$ cat config.mk
export PLATFORM = sky130hd
export DESIGN_NAME = grpen_bank_ctrl
export DESIGN_NICKNAME = d
export VERILOG_FILES = /design/src/rtl/grpen_pkg.sv /design/src/rtl/grpen_resolve.sv /design/src/rtl/grpen_store.sv /design/src/rtl/grpen_release.sv /design/src/rtl/grpen_bank_ctrl.sv
export SDC_FILE = /design/constraint.sdc
export NUM_CORES = 1
export LEC_CHECK = 0
export BUFFER_PORTS_ARGS = -buffer_cell sky130_fd_sc_hd__buf_2
export CELL_PAD_IN_SITES_DETAIL_PLACEMENT = 1
export CELL_PAD_IN_SITES_GLOBAL_PLACEMENT = 2
export CORE_MARGIN = 1.5
export CORE_UTILIZATION = 17
export CTS_BUF_LIST = sky130_fd_sc_hd__clkbuf_8
export DETAILED_ROUTE_END_ITERATION = 7
export PLACE_DENSITY = 0.88
export SETUP_SLACK_MARGIN = 0.05
export SLEW_MARGIN = 20
export SYNTH_ARGS = -nofsm -noshare
export SYNTH_HDL_FRONTEND = slang
export SYNTH_SLANG_ARGS = --single-unit
$ cat constraint.sdc
create_clock -name clk -period 2 [get_ports clk]
set_input_delay 0.5 -clock clk [delete_from_list [all_inputs] [get_ports clk]]
set_output_delay 0.5 -clock clk [all_outputs]
set_load 0.01 [all_outputs]
$ cat src/rtl/grpen_pkg.sv
`timescale 1ns/1ps
package grpen_pkg;

    localparam int REG_W     = 32;
    localparam int SYN_W     = 6;
    localparam int TRAP_CODE = 3;

    typedef enum logic [2:0] {
        OC_OK    = 3'd0,
        OC_UNDEF = 3'd1,
        OC_TRAP2 = 3'd2,
        OC_TRAP3 = 3'd3,
        OC_VIRT  = 3'd4
    } outcome_e;

    typedef enum logic [1:0] {
        TGT_SEC  = 2'd0,
        TGT_NSEC = 2'd1,
        TGT_VIRT = 2'd2,
        TGT_NONE = 2'd3
    } target_e;

    typedef struct packed {
        logic [1:0] level;
        logic       ns;
        logic       el2_on;
        logic       hyp_cp_trap;
        logic       hyp_grp1_trap;
        logic       hyp_irq_virt;
        logic       sre_l1;
        logic       sre_l2;
        logic       sre_l3;
        logic       l3_irq_route;
        logic       in_monitor;
    } ctx_t;

    typedef struct packed {
        outcome_e outcome;
        target_e  target;
    } verdict_t;

    function automatic logic reaches_copy(outcome_e o);
        return (o == OC_OK) || (o == OC_VIRT);
    endfunction

    function automatic logic is_trap(outcome_e o);
        return (o == OC_TRAP2) || (o == OC_TRAP3);
    endfunction

    function automatic target_e bank_of(logic ns);
        return ns ? TGT_NSEC : TGT_SEC;
    endfunction

endpackage

$ cat src/rtl/grpen_resolve.sv
`timescale 1ns/1ps
module grpen_resolve
    import grpen_pkg::*;
#(
    parameter bit HAS_L3 = 1'b1
) (
    input  ctx_t     ctx,
    output verdict_t verdict
);

    localparam target_e PHYS_DEFAULT = TGT_NSEC;

    verdict_t v_l1, v_l2, v_l3;
    logic     hyp_cp, hyp_g1, hyp_virt, l3_route_hit;

    assign hyp_cp       = ctx.el2_on & ctx.hyp_cp_trap;
    assign hyp_g1       = ctx.el2_on & ctx.hyp_grp1_trap;
    assign hyp_virt     = ctx.el2_on & ctx.hyp_irq_virt;
    assign l3_route_hit = HAS_L3 & ctx.l3_irq_route;

    // level 1 priority chain
    always_comb begin
        v_l1 = '{outcome: OC_OK, target: TGT_NONE};
        if (hyp_cp) begin
            v_l1.outcome = OC_TRAP2;
        end else if (!ctx.sre_l1) begin
            v_l1.outcome = OC_UNDEF;
        end else if (hyp_g1) begin
            v_l1.outcome = OC_TRAP2;
        end else if (hyp_virt) begin
            v_l1 = '{outcome: OC_VIRT, target: TGT_VIRT};
        end else if (l3_route_hit && !ctx.in_monitor) begin
            v_l1.outcome = OC_TRAP3;
        end else begin
            v_l1.target = HAS_L3 ? bank_of(ctx.ns) : PHYS_DEFAULT;
        end
    end

    // level 2 priority chain
    always_comb begin
        v_l2 = '{outcome: OC_OK, target: TGT_NONE};
        if (!ctx.sre_l2) begin
            v_l2.outcome = OC_UNDEF;
        end else if (l3_route_hit) begin
            v_l2.outcome = OC_TRAP3;
        end else begin
            v_l2.target = PHYS_DEFAULT;
        end
    end

    // level 3 chain, absent when level 3 is not built
    generate
        if (HAS_L3) begin : g_l3
            always_comb begin
                if (!ctx.sre_l3) v_l3 = '{outcome: OC_UNDEF, target: TGT_NONE};
                else             v_l3 = '{outcome: OC_OK, target: bank_of(ctx.ns)};
            end
        end else begin : g_no_l3
            assign v_l3 = '{outcome: OC_UNDEF, target: TGT_NONE};
        end
    endgenerate

    always_comb begin
        unique case (ctx.level)
            2'd0:    verdict = '{outcome: OC_UNDEF, target: TGT_NONE};
            2'd1:    verdict = v_l1;
            2'd2:    verdict = v_l2;
            default: verdict = v_l3;
        endcase
    end

endmodule

$ cat src/rtl/grpen_store.sv
`timescale 1ns/1ps
module grpen_store
    import grpen_pkg::*;
#(
    parameter bit HAS_L3 = 1'b1
) (
    input  logic    clk,
    input  logic    rst,
    input  logic    wr_en,
    input  target_e wr_tgt,
    input  logic    wr_bit,
    output logic    en_sec,
    output logic    en_nsec,
    output logic    en_virt,
    output logic    fall_sec,
    output logic    fall_nsec
);

    logic nsec_q, virt_q;

    generate
        if (HAS_L3) begin : g_sec
            logic sec_q;
            always_ff @(posedge clk) begin
                if (rst)                               sec_q <= 1'b0;
                else if (wr_en && wr_tgt == TGT_SEC)   sec_q <= wr_bit;
            end
            assign en_sec = sec_q;
        end else begin : g_no_sec
            assign en_sec = 1'b0;
        end
    endgenerate

    always_ff @(posedge clk) begin
        if (rst) begin
            nsec_q <= 1'b0;
            virt_q <= 1'b0;
        end else if (wr_en) begin
            if (wr_tgt == TGT_NSEC) nsec_q <= wr_bit;
            if (wr_tgt == TGT_VIRT) virt_q <= wr_bit;
        end
    end

    assign en_nsec   = nsec_q;
    assign en_virt   = virt_q;
    assign fall_sec  = wr_en && (wr_tgt == TGT_SEC)  && en_sec  && !wr_bit;
    assign fall_nsec = wr_en && (wr_tgt == TGT_NSEC) && en_nsec && !wr_bit;

endmodule

$ cat src/rtl/grpen_release.sv
`timescale 1ns/1ps
module grpen_release #(
    parameter bit HAS_L3 = 1'b1
) (
    input  logic clk,
    input  logic rst,
    input  logic fall_sec,
    input  logic fall_nsec,
    input  logic pend,
    input  logic pend_ns,
    output logic release_q
);

    logic ns_match, s_match, hit;

    assign ns_match = pend_ns | ~HAS_L3;
    assign s_match  = ~pend_ns;
    assign hit      = pend & ((fall_sec & s_match) | (fall_nsec & ns_match));

    always_ff @(posedge clk) begin
        if (rst) release_q <= 1'b0;
        else     release_q <= hit;
    end

endmodule

$ cat src/rtl/grpen_bank_ctrl.sv
`timescale 1ns/1ps
module grpen_bank_ctrl
    import grpen_pkg::*;
#(
    parameter int DATA_W = grpen_pkg::REG_W,
    parameter int SYN_W  = grpen_pkg::SYN_W,
    parameter bit HAS_L3 = 1'b1
) (
    input  logic              clk,
    input  logic              rst,
    input  logic              req_valid,
    input  logic              req_write,
    input  logic [DATA_W-1:0] req_wdata,
    input  logic [1:0]        req_level,
    input  logic              req_ns,
    input  logic              el2_on,
    input  logic              hyp_cp_trap,
    input  logic              hyp_grp1_trap,
    input  logic              hyp_irq_virt,
    input  logic              sre_l1,
    input  logic              sre_l2,
    input  logic              sre_l3,
    input  logic              l3_irq_route,
    input  logic              in_monitor,
    input  logic              irq_pend,
    input  logic              irq_pend_ns,
    output logic              rsp_valid,
    output logic [2:0]        rsp_outcome,
    output logic [SYN_W-1:0]  rsp_syndrome,
    output logic [DATA_W-1:0] rsp_rdata,
    output logic              en_secure,
    output logic              en_nonsecure,
    output logic              en_virtual,
    output logic              irq_release
);

    localparam logic [SYN_W-1:0] TRAP_SYN = SYN_W'(TRAP_CODE);

    ctx_t        ctx;
    verdict_t    verdict;
    logic        commit, cur_bit, fall_sec, fall_nsec;
    logic        wdata_unused;
    logic [DATA_W-1:0] rd_next;

    assign ctx = '{
        level:         req_level,
        ns:            req_ns,
        el2_on:        el2_on,
        hyp_cp_trap:   hyp_cp_trap,
        hyp_grp1_trap: hyp_grp1_trap,
        hyp_irq_virt:  hyp_irq_virt,
        sre_l1:        sre_l1,
        sre_l2:        sre_l2,
        sre_l3:        sre_l3,
        l3_irq_route:  l3_irq_route,
        in_monitor:    in_monitor
    };

    grpen_resolve #(.HAS_L3(HAS_L3)) u_resolve (
        .ctx     (ctx),
        .verdict (verdict)
    );

    assign commit       = req_valid && req_write && reaches_copy(verdict.outcome);
    assign wdata_unused = ^req_wdata[DATA_W-1:1];

    grpen_store #(.HAS_L3(HAS_L3)) u_store (
        .clk       (clk),
        .rst       (rst),
        .wr_en     (commit),
        .wr_tgt    (verdict.target),
        .wr_bit    (req_wdata[0]),
        .en_sec    (en_secure),
        .en_nsec   (en_nonsecure),
        .en_virt   (en_virtual),
        .fall_sec  (fall_sec),
        .fall_nsec (fall_nsec)
    );

    grpen_release #(.HAS_L3(HAS_L3)) u_release (
        .clk       (clk),
        .rst       (rst),
        .fall_sec  (fall_sec),
        .fall_nsec (fall_nsec),
        .pend      (irq_pend),
        .pend_ns   (irq_pend_ns),
        .release_q (irq_release)
    );

    always_comb begin
        unique case (verdict.target)
            TGT_SEC:  cur_bit = en_secure;
            TGT_NSEC: cur_bit = en_nonsecure;
            TGT_VIRT: cur_bit = en_virtual;
            default:  cur_bit = 1'b0;
        endcase
        rd_next = '0;
        if (!req_write && reaches_copy(verdict.outcome)) rd_next[0] = cur_bit;
    end

    always_ff @(posedge clk) begin
        if (rst) begin
            rsp_valid    <= 1'b0;
            rsp_outcome  <= OC_OK;
            rsp_syndrome <= '0;
            rsp_rdata    <= '0;
        end else begin
            rsp_valid <= req_valid;
            if (req_valid) begin
                rsp_outcome  <= verdict.outcome;
                rsp_syndrome <= is_trap(verdict.outcome) ? TRAP_SYN : '0;
                rsp_rdata    <= rd_next;
            end
        end
    end

endmodule

# Word-level counts from Yosys, hierarchy flattened
# Cells that the tools add are included.
[totals]
ff_bits = 15
in_bits = 50
[classes]
n_eq_ne = 7
n_mux = 19
bitwise = 8
reduce_logical = 20
[ops]
columns = ["op", "count"]
rows = [
  ["$mux W2", 10],
  ["$pmux W5 S3", 1],
  ["$mux W3", 4],
  ["$logic_and A1 B1 Y1", 10],
  ["$and A1 B1 Y1", 6],
  ["$eq A3 B2 Y1 const B", 2],
  ["$mux W5", 1],
  ["$eq A2 B1 Y1 const B", 2],
  ["$eq A2 B2 Y1 const B", 2],
  ["$logic_not A2 Y1", 2],
  ["$reduce_and A2 Y1", 2],
  ["$eq A3 B3 Y1 const B", 1],
  ["$logic_not A1 Y1", 3],
  ["$logic_not A3 Y1", 1],
  ["$pmux W1 S3", 1],
  ["$logic_or A1 B1 Y1", 2],
  ["$mux W1", 2],
  ["$not A1 Y1", 1],
  ["$or A1 B1 Y1", 1],
]

# Depth between registers and ports, before layout
# Gate-level depths: netlist (run 1).
[logic_depth]
depth_word = 17
mapped_depth = 5

# By module
# From an unflattened synthesis (run 1), not the netlist that was laid out.
[hier_totals]
cells_unflattened = 105
area_unflattened_um2 = 903.4
[by_module_without_submodules]
columns = ["mod", "instances", "cells_each", "area_each_um2", "seq_area_each_um2"]
rows = [
  ["grpen_bank_ctrl", 1, 63, 541.8, 120.1],
  ["grpen_resolve", 1, 24, 160.2, 0.0],
  ["grpen_store", 1, 15, 158.9, 60.1],
  ["grpen_release", 1, 3, 42.5, 20.0],
]

# Least setup slack after synthesis (run 1)
# Ideal clock, no wire load.
[synth_path]
path_type = "input port to flip-flop"
from = "input in_monitor"
to = "register u_release.release_q"
arrival_ns = 1.682
t_required_ns = 1.897
slack_ns = 0.215
cell_stages = 5
cell_sequence = "and2b_1 -> nor4_2 -> or3_4 -> or2_1 -> a2111oi_2"
[synth_between]
elab_chain_len = 17
word_cells_on_any_way = 28
[synth_rtl]
columns = ["element", "line_no", "text"]
rows = [
  ["from (decl)", "grpen_bank_ctrl.sv:24", "input logic in_monitor,"],
  ["$logic_not A1 Y1 (*)", "grpen_resolve.sv:32", "end else if (l3_route_hit && !ctx.in_monitor) begin"],
  ["$logic_and A1 B1 Y1 (*)", "grpen_resolve.sv:32", ""],
  ["$mux W2", "grpen_resolve.sv:32", ""],
  ["$mux W5 (*)", "grpen_resolve.sv:30", "end else if (hyp_virt) begin"],
  ["$mux W3", "grpen_resolve.sv:28", "end else if (hyp_g1) begin"],
  ["$mux W3", "grpen_resolve.sv:26", "end else if (!ctx.sre_l1) begin"],
  ["$mux W3", "grpen_resolve.sv:24", "if (hyp_cp) begin"],
  ["$pmux W5 S3 (*)", "grpen_resolve.sv:64", "unique case (ctx.level)"],
  ["$eq A3 B3 Y1 or $logic_not A3 Y1 (tied branches)", "grpen_pkg.sv:43", "return (o == OC_OK) || (o == OC_VIRT);"],
  ["$logic_or A1 B1 Y1", "grpen_pkg.sv:43", ""],
  ["$logic_and A1 B1 Y1", "grpen_bank_ctrl.sv:64", "assign commit = req_valid && req_write && reaches_copy(verdict.outcome);"],
  ["$logic_and A1 B1 Y1 (on tied branches) (3 in series)", "grpen_store.sv:46, grpen_store.sv:47", ""],
  ["$and A1 B1 Y1", "grpen_release.sv:18", "assign hit = pend & ((fall_sec & s_match) | (fall_nsec & ns_match));"],
  ["$or A1 B1 Y1 (*)", "grpen_release.sv:18", ""],
  ["$and A1 B1 Y1 (*)", "grpen_release.sv:18", ""],
  ["to (signal assigned)", "grpen_release.sv:22", "else release_q <= hit;"],
  ["to (decl)", "grpen_release.sv:11", "output logic release_q"],
]
# Mark *: on every way between the ends. The rest lies on a longest branch, timed or not.
# A chain may end at the register's enable or synchronous reset.

# Worst setup path after layout (run 1)
[layout_path]
from = "input in_monitor"
to = "register u_store.nsec_q (netlist: u_store.en_nsec)"
[layout_between]
elab_chain_len = 12
word_cells_on_any_way = 18
[layout_rtl]
columns = ["element", "line_no", "text"]
rows = [
  ["$logic_not A1 Y1 (*)", "grpen_resolve.sv:32", ""],
  ["$logic_and A1 B1 Y1 (*)", "grpen_resolve.sv:32", ""],
  ["$mux W2", "grpen_resolve.sv:32", ""],
  ["$mux W5 (*)", "grpen_resolve.sv:30", ""],
  ["$mux W3", "grpen_resolve.sv:28", ""],
  ["$mux W3", "grpen_resolve.sv:26", ""],
  ["$mux W3", "grpen_resolve.sv:24", ""],
  ["$pmux W5 S3 (*)", "grpen_resolve.sv:64", ""],
  ["$eq A3 B3 Y1 or $logic_not A3 Y1 (tied branches)", "grpen_pkg.sv:43", ""],
  ["$logic_or A1 B1 Y1", "grpen_pkg.sv:43", ""],
  ["$logic_and A1 B1 Y1", "grpen_bank_ctrl.sv:64", ""],
  ["$reduce_and A2 Y1 (no source line) (*)", "n/a", ""],
  ["to (signal assigned)", "grpen_store.sv:39", "if (wr_tgt == TGT_NSEC) nsec_q <= wr_bit;"],
  ["to (decl)", "grpen_store.sv:19", "logic nsec_q, virt_q;"],
]
# Marked as above.

==> qor.log, run 1 <==
qor: timing.timing_hold_violations_final 0
qor: worst_setup_path.critical_path.max_fanout 4
qor: timing.rsz_0062_raised_after_global_routing no
qor: die.design.portCount 96
qor: routing.dr.first_iter.drc_count 22
qor: hold_path.hp-start rsp_outcome[1]
qor: yosys.synth_cells 110
qor: yosys.mappedNetlistArea 959.7 um2
qor: worst_setup_path.cp.arrival 1910 ps
qor: clock_tree.postCtsSetupBuffers 0
qor: yosys.yosysWarnings 0
qor: yosys.synth_top_cell_area_share 0.2816
qor: routing.drc_errors 0
qor: grt.grt_util_all_layers 0.06851
qor: finish.fin_nets 192
qor: status.status finished, final reports clean
qor: grt.grt_pass1_vias 740
qor: yosys.ys_async_sr_fraction 0
qor: finish.layout_common_cells 35 x conb_1, 29 x buf_2, 10 x dfxtp_1, 6 x nand2_1
qor: timing.timing.final.crit_share 0.8758
qor: power.post-layout-total-power 0.5494 mW
qor: grt.pin_count_of_the_biggest_net_entering_global_routing 11
qor: power.power_density 496.2 mW/mm2
qor: worst_setup_path.crit_required 2160 ps
qor: finish.final_common_cell conb_1
qor: clock_tree.cts_root_buf clkbuf_8
qor: die.die_span_in_x 78.14 um
qor: yosys.synth.yosys.seq_area_share 0.2086
qor: finish.multiInputGateArea 608.1 um2
qor: timing.post-route-min-period 1752 ps
qor: placed_design.io_buffers 29
qor: power.power_leakage 0.5013 nW
qor: worst_setup_path.endpoint_kind flop
qor: finish.area_taken_by_flip_flops_and_latches 200.2 um2
qor: die.floorplan.initialDensity 0.1754
qor: worst_setup_path.timing_worst_setup_path_type primary input to flop
qor: timing.report.final.setup_viol 0
qor: routing.route.vias.total 763
qor: finish.stdcell_count 212
qor: worst_setup_path.worst_r2r_startpoint rsp_rdata[0]
qor: finish.layout_area_overhead 15.38%
qor: worst_setup_path.reg2reg_slack 860 ps
qor: grt.grt_overflow 0
qor: finish.post_route_cells_drive_above_1_share 0.3500
qor: hold_path.hold_path_class flop to flop
qor: placed_design.gp_congestion 0.7168
qor: yosys.synth_ff_type dfxtp_1
qor: clock_tree.worstSkewPairLatency 230 ps
qor: yosys.synth.avg_cell_area 8.724 um2
qor: routing.drtPass1Iterations 4
qor: grt.antenna_found_initial 0
qor: grt.grt_pass1_wl 3353 um
qor: routing.routed_wire_length_per_instance 9.835 um
qor: finish.fillerInstances 688
qor: yosys.area_leader_netlist buf_4
qor: clock_tree.cts_inserted_buffers 3
qor: die.design.die.area 0.006105 mm2
qor: finish.insertedDiodeCount 0
qor: clock_tree.tritoncts built
qor: die.coreArea 0.005473 mm2
qor: yosys.synth.lib_cells_used.distinct 39
qor: clock_tree.clock_tree.buffer_depth 2
qor: routing.route.antenna.remaining_nets 0
qor: yosys.synth.top_cells.by_area buf_4 28%, dfxtp_1 21%, mux2i_1 5.2%
qor: timing.finalClockSkew 2.950 ps
qor: clock_tree.cts.sinks 10
qor: routing.totalWireLength 2085 um
qor: yosys.ys_seq_elements 10
qor: die.die_h 78.14 um
qor: die.row_count 27
qor: worst_setup_path.crit_start in_monitor
qor: worst_setup_path.critical_path.startpoint_type primary input
qor: job.max-cap-violations 0
qor: power.maximum_vdd_ir_drop 0.0001945 V
qor: placed_design.dpl.cell_count 209
qor: clock_tree.path_clk_slew 50 ps
qor: timing.final-max-slew-violation-count 0
qor: clock_tree.h-tree-depth 1
qor: placed_design.place_hpwl 1817 um
qor: timing.finalSetupTns 0 ps
qor: timing.fmax 570.9 MHz
qor: yosys.synth_enable_flop_cells 0
qor: routing.vias_per_cell 3.599
[per-layer routing]
layer	global-route usage	share of wire	vias to the layer above
li1	-	-	381
met3	0.01395	0.080	2
met4	0.02143	0.0067	0
met5	0	0	-
met1	0.08217	0.42	346
met2	0.1217	0.50	34
[cells by family after synthesis]
| family | synth area share |
|---|---|
| other cells | 0.003908 |
| simple gates | 0.2582 |
| compound gates | 0.1799 |
| mux | 0.05215 |
| flops | 0.2086 |
| buf+inv | 0.2973 |
[cell usage after synthesis, types with 2 or more instances]
| cell type | number |
|---|---|
| mux2i_1 | 5 |
| a21oi_1 | 3 |
| nand4_1 | 2 |
| a2111oi_2 | 3 |
| nor4_1 | 2 |
| inv_1 | 2 |
| buf_4 | 36 |
| o21a_1 | 2 |
| dfxtp_1 | 10 |
| nand2_1 | 6 |
| clkbuf_1 | 2 |
| nor2b_1 | 3 |
| nand2b_1 | 5 |
| nor2_1 | 4 |
[area by class of cell]
type                            instances  area share
Tap cell                               72     0.08136
Inverter                                2    0.006780
Multi-Input combinational cell         94      0.5492
Clock buffer                            3     0.03729
Timing Repair Buffer                   31      0.1446
Sequential cell                        10      0.1808
[through the flow]
step                      utilization  hold WS [ps]  area (um2)  worst slack, ps
after floorplan                     -         495.1        1087            214.8
after global placement         0.1936         435.3        1060            6.623
after detailed placement       0.1936         441.9        1060           -14.12
after CTS                      0.2012         452.9        1101            204.0
after global routing           0.2023         462.2        1107            74.51
final                          0.2023         446.2        1107            248.4
[report_power, final]
part           internal, mW  switching, mW  total (mW)
logic                0.0470         0.0891       0.136
registers             0.206        0.00293       0.209
clock network         0.131         0.0732       0.204
[repair_timing]
action | CTS | global route
hold buffers | 0 | 0
endpoints found under the setup margin | 0 | 1
gates resized for setup | 0 | 2
[state kept, by name (all words and copies together), names as in the netlist]
| signal | cells |
|---|---|
| u_release.release_q | 1 |
| u_store.en_sec | 1 |
| u_store.en_virt | 1 |
| u_store.en_nsec | 1 |
| rsp_valid | 1 |
| rsp_rdata | 1 |
| rsp_outcome | 3 |
| rsp_syndrome | 1 |
[final timing paths]
check	cells after the start	endpoint
worst min register to register	1	rsp_outcome[1]
worst min-delay path	1	rsp_outcome[1]
worst max-delay path	6	u_store.en_nsec
worst max register to register	4	rsp_rdata[0]
[worst max-delay path: stages]
cell and delay (ps):
buf_2 100, and2b_1 280, nor4_2 70, or3_4 390, nor4_1 360, mux2i_1 220
Note: power is estimated with default switching activity, not from simulation.
==> inputs of run 2 (changes only) <==
--- a/config.mk
+++ b/config.mk
@@ -12,7 +12,7 @@
 export CORE_UTILIZATION = 17
 export CTS_BUF_LIST = sky130_fd_sc_hd__clkbuf_8
 export DETAILED_ROUTE_END_ITERATION = 7
-export PLACE_DENSITY = 0.88
+export PLACE_DENSITY = 0.81
 export SETUP_SLACK_MARGIN = 0.05
 export SLEW_MARGIN = 20
 export SYNTH_ARGS = -nofsm -noshare
==> run 2 against run 1 <==
Net effect: final cell count is 1.4% higher; sequential power is essentially flat; global-route usage about the same; critical path depth increased by 1; non-clock buffer count up 2; worst hold slack better by 3.2 ps; sequential share of layout area decreased by 0.84 points; sequential cell count unchanged; power up 9.3%; utilization up 0.98 points; highest routed layer is now met3.
==> qor.log, run 2 (synthesis gave the netlist of run 1 again) <==
qor: worst_setup_path.critical_path.startpoint_type primary input
qor: clock_tree.postCtsSetupBuffers 0
qor: routing.routed_wire_length_per_instance 10.47 um
qor: die.floorplan.initialDensity 0.1754
qor: die.die_h 78.14 um
qor: routing.drt-met1-wl 892 um
qor: power.internal_power 0.4286 mW
qor: finish.fillerInstances 689
qor: die.design.die.area 0.006105 mm2
qor: hold_path.hold_path_class flop to flop
qor: routing.met3RoutedLength 169 um
qor: power.p_sw_frac 0.2861
qor: routing.route.met2.wl 1188 um
qor: timing.timing.slew.headroom 0.5875
qor: die.die_span_in_x 78.14 um
qor: routing.route.vias.total 792
qor: timing.post-route-min-period 1854 ps
qor: timing.finalSetupTns 0 ps
qor: hold_path.holdPathStages 1
qor: grt.grt_pass1_wl 3381 um
qor: timing.timing.final.crit_share 0.9270
qor: finish.layout_area_overhead 20.99%
qor: placed_design.io_buffers 29
qor: clock_tree.cts.hold.buffers_added 0
qor: die.row_count 27
qor: worst_setup_path.endpoint_kind flop
qor: timing.report.final.setup_viol 0
qor: timing.final-max-slew-violation-count 0
qor: clock_tree.cts.sinks 10
qor: status.status finished, final reports clean
qor: worst_setup_path.timing_worst_setup_path_type primary input to flop
qor: finish.largest_reg_flops 3
qor: finish.insertedDiodeCount 0
qor: grt.grt_util_all_layers 0.06850
qor: power.clockPowerShare 0.413
qor: grt.grt_pass1_vias 756
qor: worst_setup_path.max_stage_delay 580 ps
qor: routing.drtPass1Iterations 4
qor: placed_design.gp_congestion 0.7309
qor: finish.stdcell_count 215
qor: placed_design.dpl.cell_count 211
qor: power.maximum_vdd_ir_drop 0.0001783 V
qor: finish.multiInputGateArea 630.6 um2
qor: finish.fin_nets 194
qor: routing.route.antenna.remaining_nets 0
qor: finish.final_common_cell conb_1
qor: finish.area_taken_by_flip_flops_and_latches 200.2 um2
qor: timing.fmax 539.4 MHz
qor: power.power.sequential.fraction 0.348
qor: routing.drc_errors 0
qor: finish.fin_util 0.2122
qor: finish.post_route_cells_drive_above_1_share 0.3706
qor: routing.vias_per_cell 3.684
qor: clock_tree.h-tree-depth 1
qor: worst_setup_path.critPathSlowestCell o311ai_0
qor: routing.totalWireLength 2250 um
qor: grt.pin_count_of_the_biggest_net_entering_global_routing 11
qor: job.max-cap-violations 0
qor: clock_tree.path_clk_slew 50 ps
qor: routing.dr.max_layer_used met3
qor: die.coreArea 0.005473 mm2
qor: clock_tree.clock_tree.buffer_depth 2
qor: clock_tree.cts_root_buf clkbuf_8
qor: power.power_leakage 0.5209 nW
qor: power.power_frac_comb 0.239
qor: worst_setup_path.cell_chain_critical_path buf_2, and2b_1, a21oi_1, o311ai_0, nor4_2, buf_4, mux2i_1
qor: clock_tree.tritoncts built
qor: finish.regMostFlops rsp_outcome
qor: timing.timing_hold_violations_final 0
qor: worst_setup_path.cp.arrival 1970 ps
qor: routing.dr.first_iter.drc_count 36
qor: clock_tree.cts_inserted_buffers 3
qor: worst_setup_path.reg2reg_depth 4
qor: worst_setup_path.critical_path.max_fanout 4
qor: die.design.portCount 96
qor: clock_tree.worstSkewPairLatency 230 ps
qor: finish.layout_common_cells 35 x conb_1, 28 x buf_2, 10 x dfxtp_1, 6 x nand2_1
qor: power.total_switching_power 0.1717 mW
qor: timing.rsz_0062_raised_after_global_routing no
qor: placed_design.place_hpwl 1901 um
qor: timing.finalClockSkew 0.9169 ps
qor: power.power_density 517.0 mW/mm2
qor: worst_setup_path.crit_required 2120 ps
qor: grt.antenna_found_initial 0
qor: grt.grt_overflow 0
qor: timing.worst_pin_slew 611.0 ps
==> run 2: final timing paths <==
kind | end | slack (ps) | from
max | u_store.en_sec | 150 | in_monitor
min | rsp_outcome[1] | 450 | rsp_outcome[1]
max reg2reg | rsp_rdata[0] | 780 | rsp_rdata[0]
min reg2reg | rsp_outcome[1] | 450 | rsp_outcome[1]
==> run 2: per-stage QoR <==
step / power [mW] / hold WS [ps] / area, um2 / setup WS, ps
after floorplan: 0.3503 / 495.1 / 1087 / 214.8
after global placement: 0.3473 / 436.9 / 1075 / -9.537
after detailed placement: 0.3503 / 443.5 / 1075 / -40.13
after CTS: 0.6039 / 455.4 / 1130 / 194.4
after global routing: 0.6355 / 459.0 / 1161 / 73.76
final: 0.6003 / 449.4 / 1161 / 146.0
==> run 2: power by group through the flow <==
| stage | logic, mW | clock network [mW] | registers [mW] |
|---|---|---|---|
| after floorplan | 0.135 | 0 | 0.216 |
| after global placement | 0.135 | 0 | 0.212 |
| after detailed placement | 0.137 | 0 | 0.213 |
| after CTS | 0.138 | 0.257 | 0.209 |
| after global routing | 0.156 | 0.269 | 0.210 |
| final | 0.143 | 0.248 | 0.209 |
==> run 2: worst max-delay path, delay by kind of cell <==
kind            cells  cell delay, ps
compound gates      2             710
simple gates        2             410
buf+inv             2             250
mux                 1             100
==> run 2: metal layers <==
| layer | global-route usage | up-vias |
|---|---|---|
| met5 | 0 | - |
| met4 | 0.02143 | 0 |
| met3 | 0.01744 | 0 |
| met2 | 0.1252 | 31 |
| met1 | 0.07724 | 374 |
| li1 | - | 387 |
==> run 2: layout make-up <==
type                       instances  share of cell area
multi-input combinational         94              0.5431
clock buffer                       4             0.04741
inverter                           2            0.006466
timing repair buffer              33              0.1530
sequential                        10              0.1724
tap                               72             0.07759
==> run 2: repair_timing <==
action	4_1_cts	5_1_grt
endpoints found under the setup margin	0	1
resized for setup	0	5
endpoints found under the hold margin	0	0
==> inputs of run 3 (changes only) <==
--- a/config.mk
+++ b/config.mk
@@ -5,6 +5,7 @@
 export SDC_FILE = /design/constraint.sdc
 export NUM_CORES = 1
 export LEC_CHECK = 0
+export ABC_CLOCK_PERIOD_IN_PS = 2000
 export BUFFER_PORTS_ARGS = -buffer_cell sky130_fd_sc_hd__buf_2
 export CELL_PAD_IN_SITES_DETAIL_PLACEMENT = 1
 export CELL_PAD_IN_SITES_GLOBAL_PLACEMENT = 2
@@ -12,8 +13,9 @@
 export CORE_UTILIZATION = 17
 export CTS_BUF_LIST = sky130_fd_sc_hd__clkbuf_8
 export DETAILED_ROUTE_END_ITERATION = 7
+export GPL_TIMING_DRIVEN = 1
 export PLACE_DENSITY = 0.81
-export SETUP_SLACK_MARGIN = 0.05
+export SETUP_SLACK_MARGIN = 0.15
 export SLEW_MARGIN = 20
 export SYNTH_ARGS = -nofsm -noshare
 export SYNTH_HDL_FRONTEND = slang
==> run 3 against run 2 <==
Net effect: sequential share of layout area shrank 0.51 points; sequential power is essentially flat; maximum frequency grew 1.7%; worst hold slack is essentially flat; critical endpoint is now rsp_rdata[0]; worst setup slack gained 30 ps; critical path type unchanged.
==> qor.log, run 3 (synthesis gave the netlist of run 1 again) <==
qor: routing.drtPass1Iterations 3
qor: grt.antenna_found_initial 0
qor: worst_setup_path.cp.arrival 1950 ps
qor: timing.finalClockSkew 0.9248 ps
qor: routing.route.antenna.remaining_nets 0
qor: die.die_span_in_x 78.14 um
qor: clock_tree.worstSkewPairLatency 230 ps
qor: placed_design.dpl_worst_slack -40.13 ps
qor: finish.regMostFlops rsp_outcome
qor: power.maximum_vdd_ir_drop 0.0001783 V
qor: timing.timing_hold_violations_final 0
qor: clock_tree.cts.sinks 10
qor: finish.final_common_cell conb_1
qor: timing.setup_slack 176.1 ps
qor: routing.routed_wire_length_per_instance 10.47 um
qor: finish.fin_nets 195
qor: grt.grt_pass1_wl 3381 um
qor: timing.timing.final.crit_share 0.9119
qor: grt.grt_overflow 0
qor: die.row_count 27
qor: grt.pin_count_of_the_biggest_net_entering_global_routing 11
qor: job.max-cap-violations 0
qor: worst_setup_path.crit_required 2120 ps
qor: grt.grt_pass1_vias 756
qor: timing.post-route-min-period 1824 ps
qor: hold_path.hold_path_class flop to flop
qor: die.design.portCount 96
qor: worst_setup_path.timing_worst_setup_path_type primary input to flop
qor: routing.drc_errors 0
qor: power.post-layout-total-power 0.6066 mW
qor: routing.route.vias.total 794
qor: timing.report.final.setup_viol 0
qor: timing.rsz_0062_raised_after_global_routing yes
qor: finish.fillerInstances 687
qor: placed_design.gp_congestion 0.7309
qor: finish.layout_common_cells 35 x conb_1, 27 x buf_2, 10 x dfxtp_1, 6 x nand2_1
qor: finish.layout_area_overhead 24.64%
qor: die.design.die.area 0.006105 mm2
qor: worst_setup_path.endpoint_kind flop
qor: routing.totalWireLength 2262 um
qor: routing.vias_per_cell 3.676
qor: die.die_h 78.14 um
qor: clock_tree.path_clk_slew 50 ps
qor: finish.insertedDiodeCount 0
qor: clock_tree.cts_root_buf clkbuf_8
qor: clock_tree.tritoncts built
qor: finish.stdcell_count 216
qor: worst_setup_path.critical_path.max_fanout 4
qor: timing.final-max-slew-violation-count 0
qor: clock_tree.cts_inserted_buffers 3
qor: clock_tree.clock_tree.buffer_depth 2
qor: timing.fin_hold_ws 449.6 ps
qor: power.power_density 507.1 mW/mm2
qor: placed_design.dpl.cell_count 211
qor: status.status finished, final reports clean
qor: grt.grt_util_all_layers 0.06850
qor: worst_setup_path.critical_path.startpoint_type primary input
qor: power.power_leakage 0.5311 nW
qor: finish.largest_reg_flops 3
qor: routing.dr.first_iter.drc_count 21
qor: timing.fmax 548.3 MHz
qor: die.floorplan.initialDensity 0.1754
qor: clock_tree.h-tree-depth 1
qor: placed_design.place_hpwl 1901 um
qor: finish.post_route_cells_drive_above_1_share 0.3889
qor: die.coreArea 0.005473 mm2
qor: placed_design.io_buffers 29
==> run 3: cell count changes in the layout (fill, tap and decap cells not counted), sizes merged <==
cell  before  now
buf       32   33
==> run 3: what timing repair did <==
item                                    CTS  global route
hold buffers                              0             0
resized for setup                         0            12
buffers inserted                          0             1
endpoints found under the setup margin    0             2
==> run 3: layer usage <==
metal  vias to the layer above  global-route usage  share of wire
met5                         -                   0              0
met4                         0             0.02143              0
met3                         0             0.01744          0.074
met2                        31              0.1252           0.53
met1                       372             0.07724           0.40
li1                        391                   -              -
==> run 3: worst max-delay path, stage by stage <==
cell and delay, ps:
buf_2 90, and2b_1 350, nor4_4 70, or3_4 400, mux2i_1 150, a2111oi_2 380
==> run 3: layout make-up <==
class / instances / area (um2) / area share
repair buffers: 34 / 191.4 / 0.1600
multi-input cells: 94 / 651.9 / 0.5450
inverters: 2 / 7.507 / 0.006276
well taps: 72 / 90.09 / 0.07531
clock buffers: 4 / 55.05 / 0.04602
flip-flops and latches: 10 / 200.2 / 0.1674
==> run 3: per-stage QoR <==
step | util | cell area (um2) | TNS [ps]
2_1_floorplan | - | 1087 | 0
3_3_place_gp | 0.1964 | 1075 | -9.537
3_5_place_dp | 0.1964 | 1075 | -111.8
4_1_cts | 0.2064 | 1130 | 0
5_1_grt | 0.2186 | 1196 | 0
6_report | 0.2186 | 1196 | 0
==> run 3: report_power, final <==
group	switching [mW]	total (mW)	internal, mW
logic	0.0970	0.150	0.0529
registers	0.00323	0.209	0.206
clock network	0.0751	0.248	0.173
total	0.175	0.607	0.431
==> run 3: worst paths after layout <==
kind / cells past startpoint / startpoint / end / slack, ps
max: 6 / in_monitor / rsp_rdata[0] / 180
min: 1 / rsp_outcome[1] / rsp_outcome[1] / 450
max reg2reg: 4 / rsp_rdata[0] / rsp_rdata[0] / 800
min reg2reg: 1 / rsp_outcome[1] / rsp_outcome[1] / 450
